$ cat config.mk
export PLATFORM = sky130hd
export DESIGN_NAME = xreg_bus_ctrl
export DESIGN_NICKNAME = d
export VERILOG_FILES = /design/src/rtl/xrb_pkg.sv /design/src/rtl/xrb_wait_sync.sv /design/src/rtl/xrb_seq.sv /design/src/rtl/xrb_pad.sv /design/src/rtl/xreg_bus_ctrl.sv
export SDC_FILE = /design/constraint.sdc
export NUM_CORES = 1
export LEC_CHECK = 0
export BUFFER_PORTS_ARGS = -buffer_cell sky130_fd_sc_hd__buf_4
export CORE_MARGIN = 8
export CORE_UTILIZATION = 35
export CTS_CLUSTER_DIAMETER = 40
export DETAILED_ROUTE_END_ITERATION = 12
export PLACE_DENSITY_LB_ADDON = 0.3
export SETUP_SLACK_MARGIN = 0.5
export SLEW_MARGIN = 20
export SYNTH_ARGS = -nofsm -noshare
export SYNTH_HDL_FRONTEND = slang
export SYNTH_SLANG_ARGS = --single-unit
$ cat constraint.sdc
create_clock -name clk -period 2.5 [get_ports clk]
set_input_delay 0 -clock clk [delete_from_list [all_inputs] [get_ports clk]]
set_output_delay 0 -clock clk [all_outputs]
set_load 0.01 [all_outputs]
$ cat src/rtl/xrb_pkg.sv
package xrb_pkg;
  typedef enum logic [0:0] {
    XRB_IDLE = 1'b0,
    XRB_XFER = 1'b1
  } xrb_state_e;
endpackage

$ cat src/rtl/xrb_wait_sync.sv
// Single sampling stage for the active-low external wait line.
module xrb_wait_sync (
  input  logic clk,
  input  logic rst_n,
  input  logic wait_n,
  output logic wait_act
);
  logic act_q;
  logic act_d;

  always_comb act_d = ~wait_n;

  always_ff @(posedge clk or negedge rst_n) begin
    if (!rst_n) act_q <= 1'b0;
    else        act_q <= act_d;
  end

  assign wait_act = act_q;
endmodule

$ cat src/rtl/xrb_seq.sv
// Transfer sequencer: acceptance, reserved-index refusal, wait stretching.
module xrb_seq
  import xrb_pkg::*;
#(
  parameter int ADDR_W    = 3,
  parameter int INT_WAITS = 1
) (
  input  logic              clk,
  input  logic              rst_n,
  input  logic              req_valid,
  input  logic [ADDR_W-1:0] req_idx,
  input  logic              req_write,
  input  logic              req_ext,
  input  logic              cfg_wait,
  input  logic              wait_act,
  output logic              accept,
  output logic              finish,
  output logic              busy,
  output logic              xfer_ext,
  output logic              xfer_write,
  output logic              done,
  output logic              err
);
  localparam int CNT_W = (INT_WAITS < 1) ? 1 : $clog2(INT_WAITS + 1);
  localparam logic [ADDR_W-1:0] RSV_IDX = '1;

  xrb_state_e       st_q, st_d;
  logic [CNT_W-1:0] stall_q, stall_d;
  logic             ext_q, ext_d, wr_q, wr_d;
  logic             done_q, err_q;
  logic             reject, is_rsv, wait_hit;
  logic [CNT_W:0]   pending, pend_m1;

  always_comb begin
    is_rsv   = (req_idx == RSV_IDX);
    accept   = (st_q == XRB_IDLE) && req_valid && !is_rsv;
    reject   = (st_q == XRB_IDLE) && req_valid && is_rsv;
    wait_hit = ext_q && wait_act;
    pending  = {1'b0, stall_q} + {{CNT_W{1'b0}}, wait_hit};
    pend_m1  = pending - {{CNT_W{1'b0}}, 1'b1};
    finish   = (st_q == XRB_XFER) && (pending == '0);
  end

  always_comb begin
    st_d    = st_q;
    stall_d = stall_q;
    ext_d   = ext_q;
    wr_d    = wr_q;
    case (st_q)
      XRB_IDLE: begin
        if (accept) begin
          st_d    = XRB_XFER;
          stall_d = cfg_wait ? CNT_W'(INT_WAITS) : '0;
          ext_d   = req_ext;
          wr_d    = req_write;
        end
      end
      XRB_XFER: begin
        if (finish) st_d = XRB_IDLE;
        else        stall_d = pend_m1[CNT_W-1:0];
      end
      default: st_d = XRB_IDLE;
    endcase
  end

  always_ff @(posedge clk or negedge rst_n) begin
    if (!rst_n) begin
      st_q    <= XRB_IDLE;
      stall_q <= '0;
      ext_q   <= 1'b0;
      wr_q    <= 1'b0;
      done_q  <= 1'b0;
      err_q   <= 1'b0;
    end else begin
      st_q    <= st_d;
      stall_q <= stall_d;
      ext_q   <= ext_d;
      wr_q    <= wr_d;
      done_q  <= finish;
      err_q   <= reject;
    end
  end

  assign busy       = (st_q == XRB_XFER);
  assign xfer_ext   = ext_q;
  assign xfer_write = wr_q;
  assign done       = done_q;
  assign err        = err_q;

  // the stall credit never exceeds the programmed internal wait count
  a_r5_stall_bound: assert property (@(posedge clk) disable iff (!rst_n)
    stall_q <= CNT_W'(INT_WAITS));
  // completion is a single-cycle pulse
  a_r8_done_pulse: assert property (@(posedge clk) disable iff (!rst_n)
    done_q |=> !done_q);
  // an accepted request starts a transfer on the next cycle
  a_r9_accept_busy: assert property (@(posedge clk) disable iff (!rst_n)
    accept |=> busy);
  // a refusal never coincides with a running transfer
  a_r7_err_idle: assert property (@(posedge clk) disable iff (!rst_n)
    err_q |-> !busy);
endmodule

$ cat src/rtl/xrb_pad.sv
// Bus-side registers and pad control decode.
module xrb_pad #(
  parameter int ADDR_W = 3,
  parameter int DATA_W = 16
) (
  input  logic              clk,
  input  logic              rst_n,
  input  logic              accept,
  input  logic              finish,
  input  logic              busy,
  input  logic              xfer_ext,
  input  logic              xfer_write,
  input  logic [ADDR_W-1:0] req_idx,
  input  logic              req_write,
  input  logic [DATA_W-1:0] req_wdata,
  input  logic              port_out_mode,
  input  logic [DATA_W-1:0] bus_din,
  output logic [ADDR_W-1:0] bus_addr,
  output logic [DATA_W-1:0] bus_dout,
  output logic              bus_doe,
  output logic              bus_strobe_n,
  output logic              bus_rnw,
  output logic [DATA_W-1:0] rsp_rdata
);
  logic [ADDR_W-1:0] addr_q, addr_d;
  logic [DATA_W-1:0] dout_q, dout_d, rdat_q, rdat_d;
  logic              addr_en, dout_en, rdat_en;

  always_comb begin
    addr_en = accept;
    dout_en = accept && req_write;
    rdat_en = finish && !xfer_write;
    addr_d  = addr_en ? req_idx   : addr_q;
    dout_d  = dout_en ? req_wdata : dout_q;
    rdat_d  = rdat_en ? bus_din   : rdat_q;
  end

  always_ff @(posedge clk or negedge rst_n) begin
    if (!rst_n) begin
      addr_q <= '0;
      dout_q <= '0;
      rdat_q <= '0;
    end else begin
      addr_q <= addr_d;
      dout_q <= dout_d;
      rdat_q <= rdat_d;
    end
  end

  always_comb begin
    bus_strobe_n = !(busy && xfer_ext);
    bus_rnw      = !(busy && xfer_write);
    bus_doe      = (busy && xfer_ext && xfer_write) || port_out_mode;
  end

  assign bus_addr  = addr_q;
  assign bus_dout  = dout_q;
  assign rsp_rdata = rdat_q;

  // the address holds steady across the cycles of one transfer
  a_r1_addr_hold: assert property (@(posedge clk) disable iff (!rst_n)
    (busy && $past(busy)) |-> $stable(addr_q));
  // a strobed write always has its data driven
  a_r3_write_driven: assert property (@(posedge clk) disable iff (!rst_n)
    (!bus_strobe_n && !bus_rnw) |-> bus_doe);
  // the strobe is only active inside a transfer
  a_r2_strobe_in_xfer: assert property (@(posedge clk) disable iff (!rst_n)
    !bus_strobe_n |-> busy);
endmodule

$ cat src/rtl/xreg_bus_ctrl.sv
module xreg_bus_ctrl #(
  parameter int ADDR_W    = 3,
  parameter int DATA_W    = 16,
  parameter int INT_WAITS = 1
) (
  input  logic              clk,
  input  logic              rst_n,
  input  logic              req_valid,
  input  logic [ADDR_W-1:0] req_idx,
  input  logic              req_write,
  input  logic              req_ext,
  input  logic [DATA_W-1:0] req_wdata,
  input  logic              cfg_wait,
  input  logic              port_out_mode,
  output logic [DATA_W-1:0] rsp_rdata,
  output logic              rsp_done,
  output logic              rsp_err,
  output logic              busy,
  output logic [ADDR_W-1:0] bus_addr,
  output logic [DATA_W-1:0] bus_dout,
  output logic              bus_doe,
  input  logic [DATA_W-1:0] bus_din,
  output logic              bus_strobe_n,
  output logic              bus_rnw,
  input  logic              bus_wait_n
);
  logic [1:0] rst_sync_q;
  logic       rst_ni;
  logic       wait_act, accept, finish, xfer_ext, xfer_write;

  always_ff @(posedge clk or negedge rst_n) begin
    if (!rst_n) rst_sync_q <= 2'b00;
    else        rst_sync_q <= {rst_sync_q[0], 1'b1};
  end
  assign rst_ni = rst_sync_q[1];

  xrb_wait_sync u_wait (
    .clk      (clk),
    .rst_n    (rst_ni),
    .wait_n   (bus_wait_n),
    .wait_act (wait_act)
  );

  xrb_seq #(.ADDR_W(ADDR_W), .INT_WAITS(INT_WAITS)) u_seq (
    .clk        (clk),
    .rst_n      (rst_ni),
    .req_valid  (req_valid),
    .req_idx    (req_idx),
    .req_write  (req_write),
    .req_ext    (req_ext),
    .cfg_wait   (cfg_wait),
    .wait_act   (wait_act),
    .accept     (accept),
    .finish     (finish),
    .busy       (busy),
    .xfer_ext   (xfer_ext),
    .xfer_write (xfer_write),
    .done       (rsp_done),
    .err        (rsp_err)
  );

  xrb_pad #(.ADDR_W(ADDR_W), .DATA_W(DATA_W)) u_pad (
    .clk           (clk),
    .rst_n         (rst_ni),
    .accept        (accept),
    .finish        (finish),
    .busy          (busy),
    .xfer_ext      (xfer_ext),
    .xfer_write    (xfer_write),
    .req_idx       (req_idx),
    .req_write     (req_write),
    .req_wdata     (req_wdata),
    .port_out_mode (port_out_mode),
    .bus_din       (bus_din),
    .bus_addr      (bus_addr),
    .bus_dout      (bus_dout),
    .bus_doe       (bus_doe),
    .bus_strobe_n  (bus_strobe_n),
    .bus_rnw       (bus_rnw),
    .rsp_rdata     (rsp_rdata)
  );

  // data enable only for an external write transfer or port output mode
  a_r4_doe_source: assert property (@(posedge clk) disable iff (!rst_ni)
    (bus_doe && !port_out_mode) |-> (!bus_strobe_n && !bus_rnw));
  // a refusal leaves the strobe idle
  a_r7_reject_quiet: assert property (@(posedge clk) disable iff (!rst_ni)
    rsp_err |-> bus_strobe_n);
  // done and refusal never coincide
  a_r8_done_not_err: assert property (@(posedge clk) disable iff (!rst_ni)
    !(rsp_done && rsp_err));
endmodule

Yosys cells after proc, flatten, opt, wreduce, memory -nomap -nowiden:

Cells that the tools add are included.

* register bits after elaboration: 44
* input bits: 43
* output and inout port bits: 41
* word-level logic and storage cells: 43

* add/sub/neg operators: 2
* eq/ne operators: 3
* muxes and demuxes: 7
* bitwise gates (word level): 2
* reductions and logical operators: 18

Operator list (count)
* logical AND 1 bit: 10
* two-way mux 1 bit: 5
* logical NOT 1 bit: 4
* inequality test 2 bit (second input constant): 2
* one-hot mux 1 bit (2 select lines): 2
* AND reduction 2 bit: 2
* == test 3 bit (second input constant): 1
* adder 1 x 1 -> 2 bit: 1
* logical NOT 2 bit: 1
* inverter 1 bit: 2
* logical OR 1 bit: 1
* subtractor 1 bit (second input constant): 1

Longest topological paths before layout:

* depth in word-level cells: 6
* depth in mapped cells: 7
* depth with buffers taken out: 5

By module:

From an unflattened synthesis, not the netlist that was laid out.

* cell total of the unflattened synthesis: 105
* area, all modules: 1739.2 um2

Modules (own cells, without submodules)
* xrb_pad: instances 1, cells each 78, area each 1375.1 um2, sequential area each 875.8 um2
* xrb_seq: instances 1, cells each 22, area each 281.5 um2, sequential area each 150.1 um2
* xreg_bus_ctrl: instances 1, cells each 3, area each 53.8 um2, sequential area each 50.0 um2
* xrb_wait_sync: instances 1, cells each 2, area each 28.8 um2, sequential area each 25.0 um2

Worst setup path after synthesis:

Ideal clock, no wire load.

* path kind: flip-flop to flip-flop
* start point: reg u_seq.ext_q (netlist: u_seq.xfer_ext)
* end point: reg u_pad.rdat_q[10] (netlist: u_pad.rsp_rdata[10])
* library setup time: 0.125 ns
* arrival time: 1.369 ns
* required time: 2.375 ns
* slack: 1.006 ns
* stages on the path, launching flop included: 8
* path buffers: 2
* period minus slack after synthesis: 1.494 ns
* cell sequence: dfrtp_1 > nand2_1 > ha_1 > and2_4 > nand2b_1 > buf_6 > buf_8 > mux2_4

* cells in the longest elaborated chain, start to end: 5

Ends and longest elaborated chain
* from (decl): line xrb_seq.sv:29 `logic ext_q, ext_d, wr_q, wr_d;`
* from (signal assigned): line xrb_seq.sv:77 `ext_q <= ext_d;`
* logical AND 1 bit: line xrb_seq.sv:38 `wait_hit = ext_q && wait_act;`
* adder 1 x 1 -> 2 bit: line xrb_seq.sv:39 `pending = {1'b0, stall_q} + {{CNT_W{1'b0}}, wait_hit};`
* logical NOT 2 bit: line xrb_seq.sv:41 `finish = (st_q == XRB_XFER) && (pending == '0);`
* logical AND 1 bit: line xrb_seq.sv:41
* net finish: line xreg_bus_ctrl.sv:29 `logic wait_act, accept, finish, xfer_ext, xfer_write;`
* logical AND 1 bit: line xrb_pad.sv:32 `rdat_en = finish && !xfer_write;`
* to (signal assigned): line xrb_pad.sv:46 `rdat_q <= rdat_d;`
* to (decl): line xrb_pad.sv:26 `logic [DATA_W-1:0] dout_q, dout_d, rdat_q, rdat_d;`

The timed path passes the listed nets, and every way through them passes these cells.
A chain may end at the register's enable or synchronous reset.

Worst setup path after layout:

* start point: reg u_seq.ext_q (netlist: u_seq.xfer_ext)
* end point: reg u_pad.rdat_q[7] (netlist: u_pad.rsp_rdata[7])

Same word-level chain as after synthesis.

==> impl_metrics.toml <==
[run_status]
status = "completed"

[yosys]
avgSynthCellArea_um2 = 16.6
yosysWarningCount = 0
synth_cell_type_count = 23
syn_inst = 107
synthesis.area_um2 = 1770
yosysTopAreaCellShare = 0.621
syn-num-nets = 151
seq_area_frac_synth = 0.621
synth_top_cell_by_area = "dfrtp_1"
synthTopCellsByArea = "dfrtp_1 (62%), mux2_4 (16%), mux2_2 (8.9%)"
ys_ff_latch = 44

[worst_hold_path]
hold_path_class = "input port to async pin"

[global_route]
grt_usage = 0.135
grt_pass1_wl_mm = 8.01
grt-ovfl-total = 0
grt_pass1_vias = 1544
antenna_found_initial = 0
grt_max_degree = 43

[timing]
fin_crit_sh = 0.657
setup_viol = 0
skew_ns = 0.00525
slew_headroom = 0.404
worst_slew_pin_slew_ns = 0.893
holdWs_ns = 0.0278
drv_slew = 0
hold_viol = 0
rsz0062_at_grt = "no"
fmax_mhz = 609
period_needed_ns = 1.64
setup_tns_ns = 0

[route]
num_vias = 1316
drc = 0
antenna_left = 0
firstDrtPassIters = 5
wl_per_cell_um = 16.1
dr.first_iter.drc_count = 22
via_per_inst = 4.34
drt_wl_total_mm = 4.89

[final_layout]
fin_nets = 277
area_growth_pct = 65.2
final_common_cell = "buf_4"
drive_gt1_frac = 0.549
layout_common_cells = "buf_4 (84), dfrtp_1 (43), dlygate4sd3_1 (39)"
insertedDiodeCount = 0

[cts]
cts_setup_buffers = 0
cts_tree = "yes"
clk_pin_slew_ns = 0.08
clk_latency_ns = 0.28
cts_root_buf = "clkbuf_8"
ctsResizeCount = 0
htree_levels = 2
cts.path.max_buffers = 2
clkSinkCount = 44
cts_made_buffers = 5
cts_hold_buf = 39

[run]
cap_violations = 0

[pwr]
power.leakage_nw = 1.43
power_density_nw_per_um2 = 1100
ir_worst_vdd_mv = 0.537

[floorplanning]
io_pins = 84
rows = 26
die-area_um2 = 7590
dieHeight_um = 87.1
core_area_um2 = 5010
fp.dieW_um = 87.1
initial_core_util = 0.354

[worst_setup_path]
worst_path_max_delay_cell = "dfrtp_1"
timing.rr.start = "u_seq.xfer_ext"
crit_path_start_kind = "flop"
worstRegToRegCells = 6
regToRegSetupSlack_ns = 0.86
reg2reg_to = "u_pad.rsp_rdata[7]"
critPathMaxFanout = 16
worst_ep_arrival_time_ns = 1.82
endpoint_kind = "flop"
required_ns = 2.67
path_cells = "nand2_1, ha_1, and2_4, nand2b_1, buf_4, mux2_2"
path_class = "flop to flop"
max_stage_delay_ns = 0.39

[place]
place_hpwl_mm = 3.38
gp_congestion = 0.791
portBuffers = 83
==> cell usage after synthesis <==
library cell / number
conb_1: 1
buf_6: 2
nand2_1: 4
ha_1: 1
nand3_1: 1
a221o_1: 1
dfrtp_1: 44
mux2_2: 14
o22a_1: 3
a21boi_0: 1
and2_0: 1
inv_1: 3
nand2b_1: 2
buf_8: 1
nor2_1: 2
a21o_1: 1
and3_4: 1
or2b_1: 1
mux2_4: 19
nor2b_2: 1
buf_12: 1
and2_4: 1
a31o_2: 1
==> registers in the layout, summed over array words and instances, names as in the netlist, 2 cells and up <==
signal,count
u_pad.rsp_rdata,16
u_pad.bus_dout,16
rst_sync_q,2
u_pad.bus_addr,3
==> logic make-up (layout without fill, tap and decap cells) <==
family,Yosys count,count (layout),share of synthesized area
and+or+nand+nor,14,14,0.0466
DFF,44,44,0.621
AOI/OAI and AO/OA,7,7,0.0339
adders and majority gates,1,1,0.00706
buffers and inverters,7,133,0.0388
other,1,1,0.00212
muxes,33,33,0.250
==> layout make-up <==
type | count | area (um2)
multi-input cells | 56 | 602
clock inverters | 1 | 30.0
fillers | 446 | 2080
clock buffers | 6 | 72.6
repair buffers | 123 | 1020
inverters | 3 | 11.3
flip-flops and latches | 44 | 1100
well taps | 70 | 87.6
==> power breakdown <==
group          switching (mW)  total [mW]  internal (mW)
Clock                   0.221       0.514          0.293
Combinational           0.542        1.45          0.911
Sequential              0.220        1.27           1.05
Total                   0.983        3.23           2.25
==> layer usage <==
metal | share of wire | up-vias | global-route usage
met4 | 0.010 | 0 | 0.0281
met5 | 0 | - | 0
met1 | 0.40 | 636 | 0.150
met3 | 0.087 | 6 | 0.0566
met2 | 0.50 | 60 | 0.233
li1 | - | 614 | -
==> stage by stage <==
stage / power (mW) / cell area, um2 / worst slack, ns / cells / util
finish: 3.23 / 2930 / 0.857 / 303 / 0.584
global route: 3.45 / 2930 / 0.783 / 303 / 0.584
CTS: 3.28 / 2930 / 0.842 / 303 / 0.584
detailed placement: 2.70 / 2430 / 0.852 / 257 / 0.486
global placement: 2.64 / 2430 / 0.925 / 257 / 0.486
floorplan: 2.02 / 1770 / 1.01 / 107 / -
==> worst max-delay path by stage <==
stage	start	endpoint	slack (ns)	cells after the start
after global placement	u_seq.xfer_ext	u_pad.rsp_rdata[7]	0.93	6
after global routing	u_seq.xfer_ext	u_pad.rsp_rdata[1]	0.78	6
after CTS	u_seq.xfer_ext	u_pad.rsp_rdata[7]	0.84	6
after detailed placement	u_seq.xfer_ext	u_pad.rsp_rdata[7]	0.85	6
after floorplan	u_seq.xfer_ext	u_pad.rsp_rdata[10]	1.01	7
final	u_seq.xfer_ext	u_pad.rsp_rdata[7]	0.86	6
==> critical path, delay by kind of cell, from the launching register on <==
kind / cells / cell delay (ns)
muxes: 1 / 0.37
buffers and inverters: 1 / 0.27
adders and majority gates: 1 / 0.19
and+or+nand+nor: 3 / 0.29
DFF: 1 / 0.39
No activity file was read; power rests on OpenSTA's default activity.
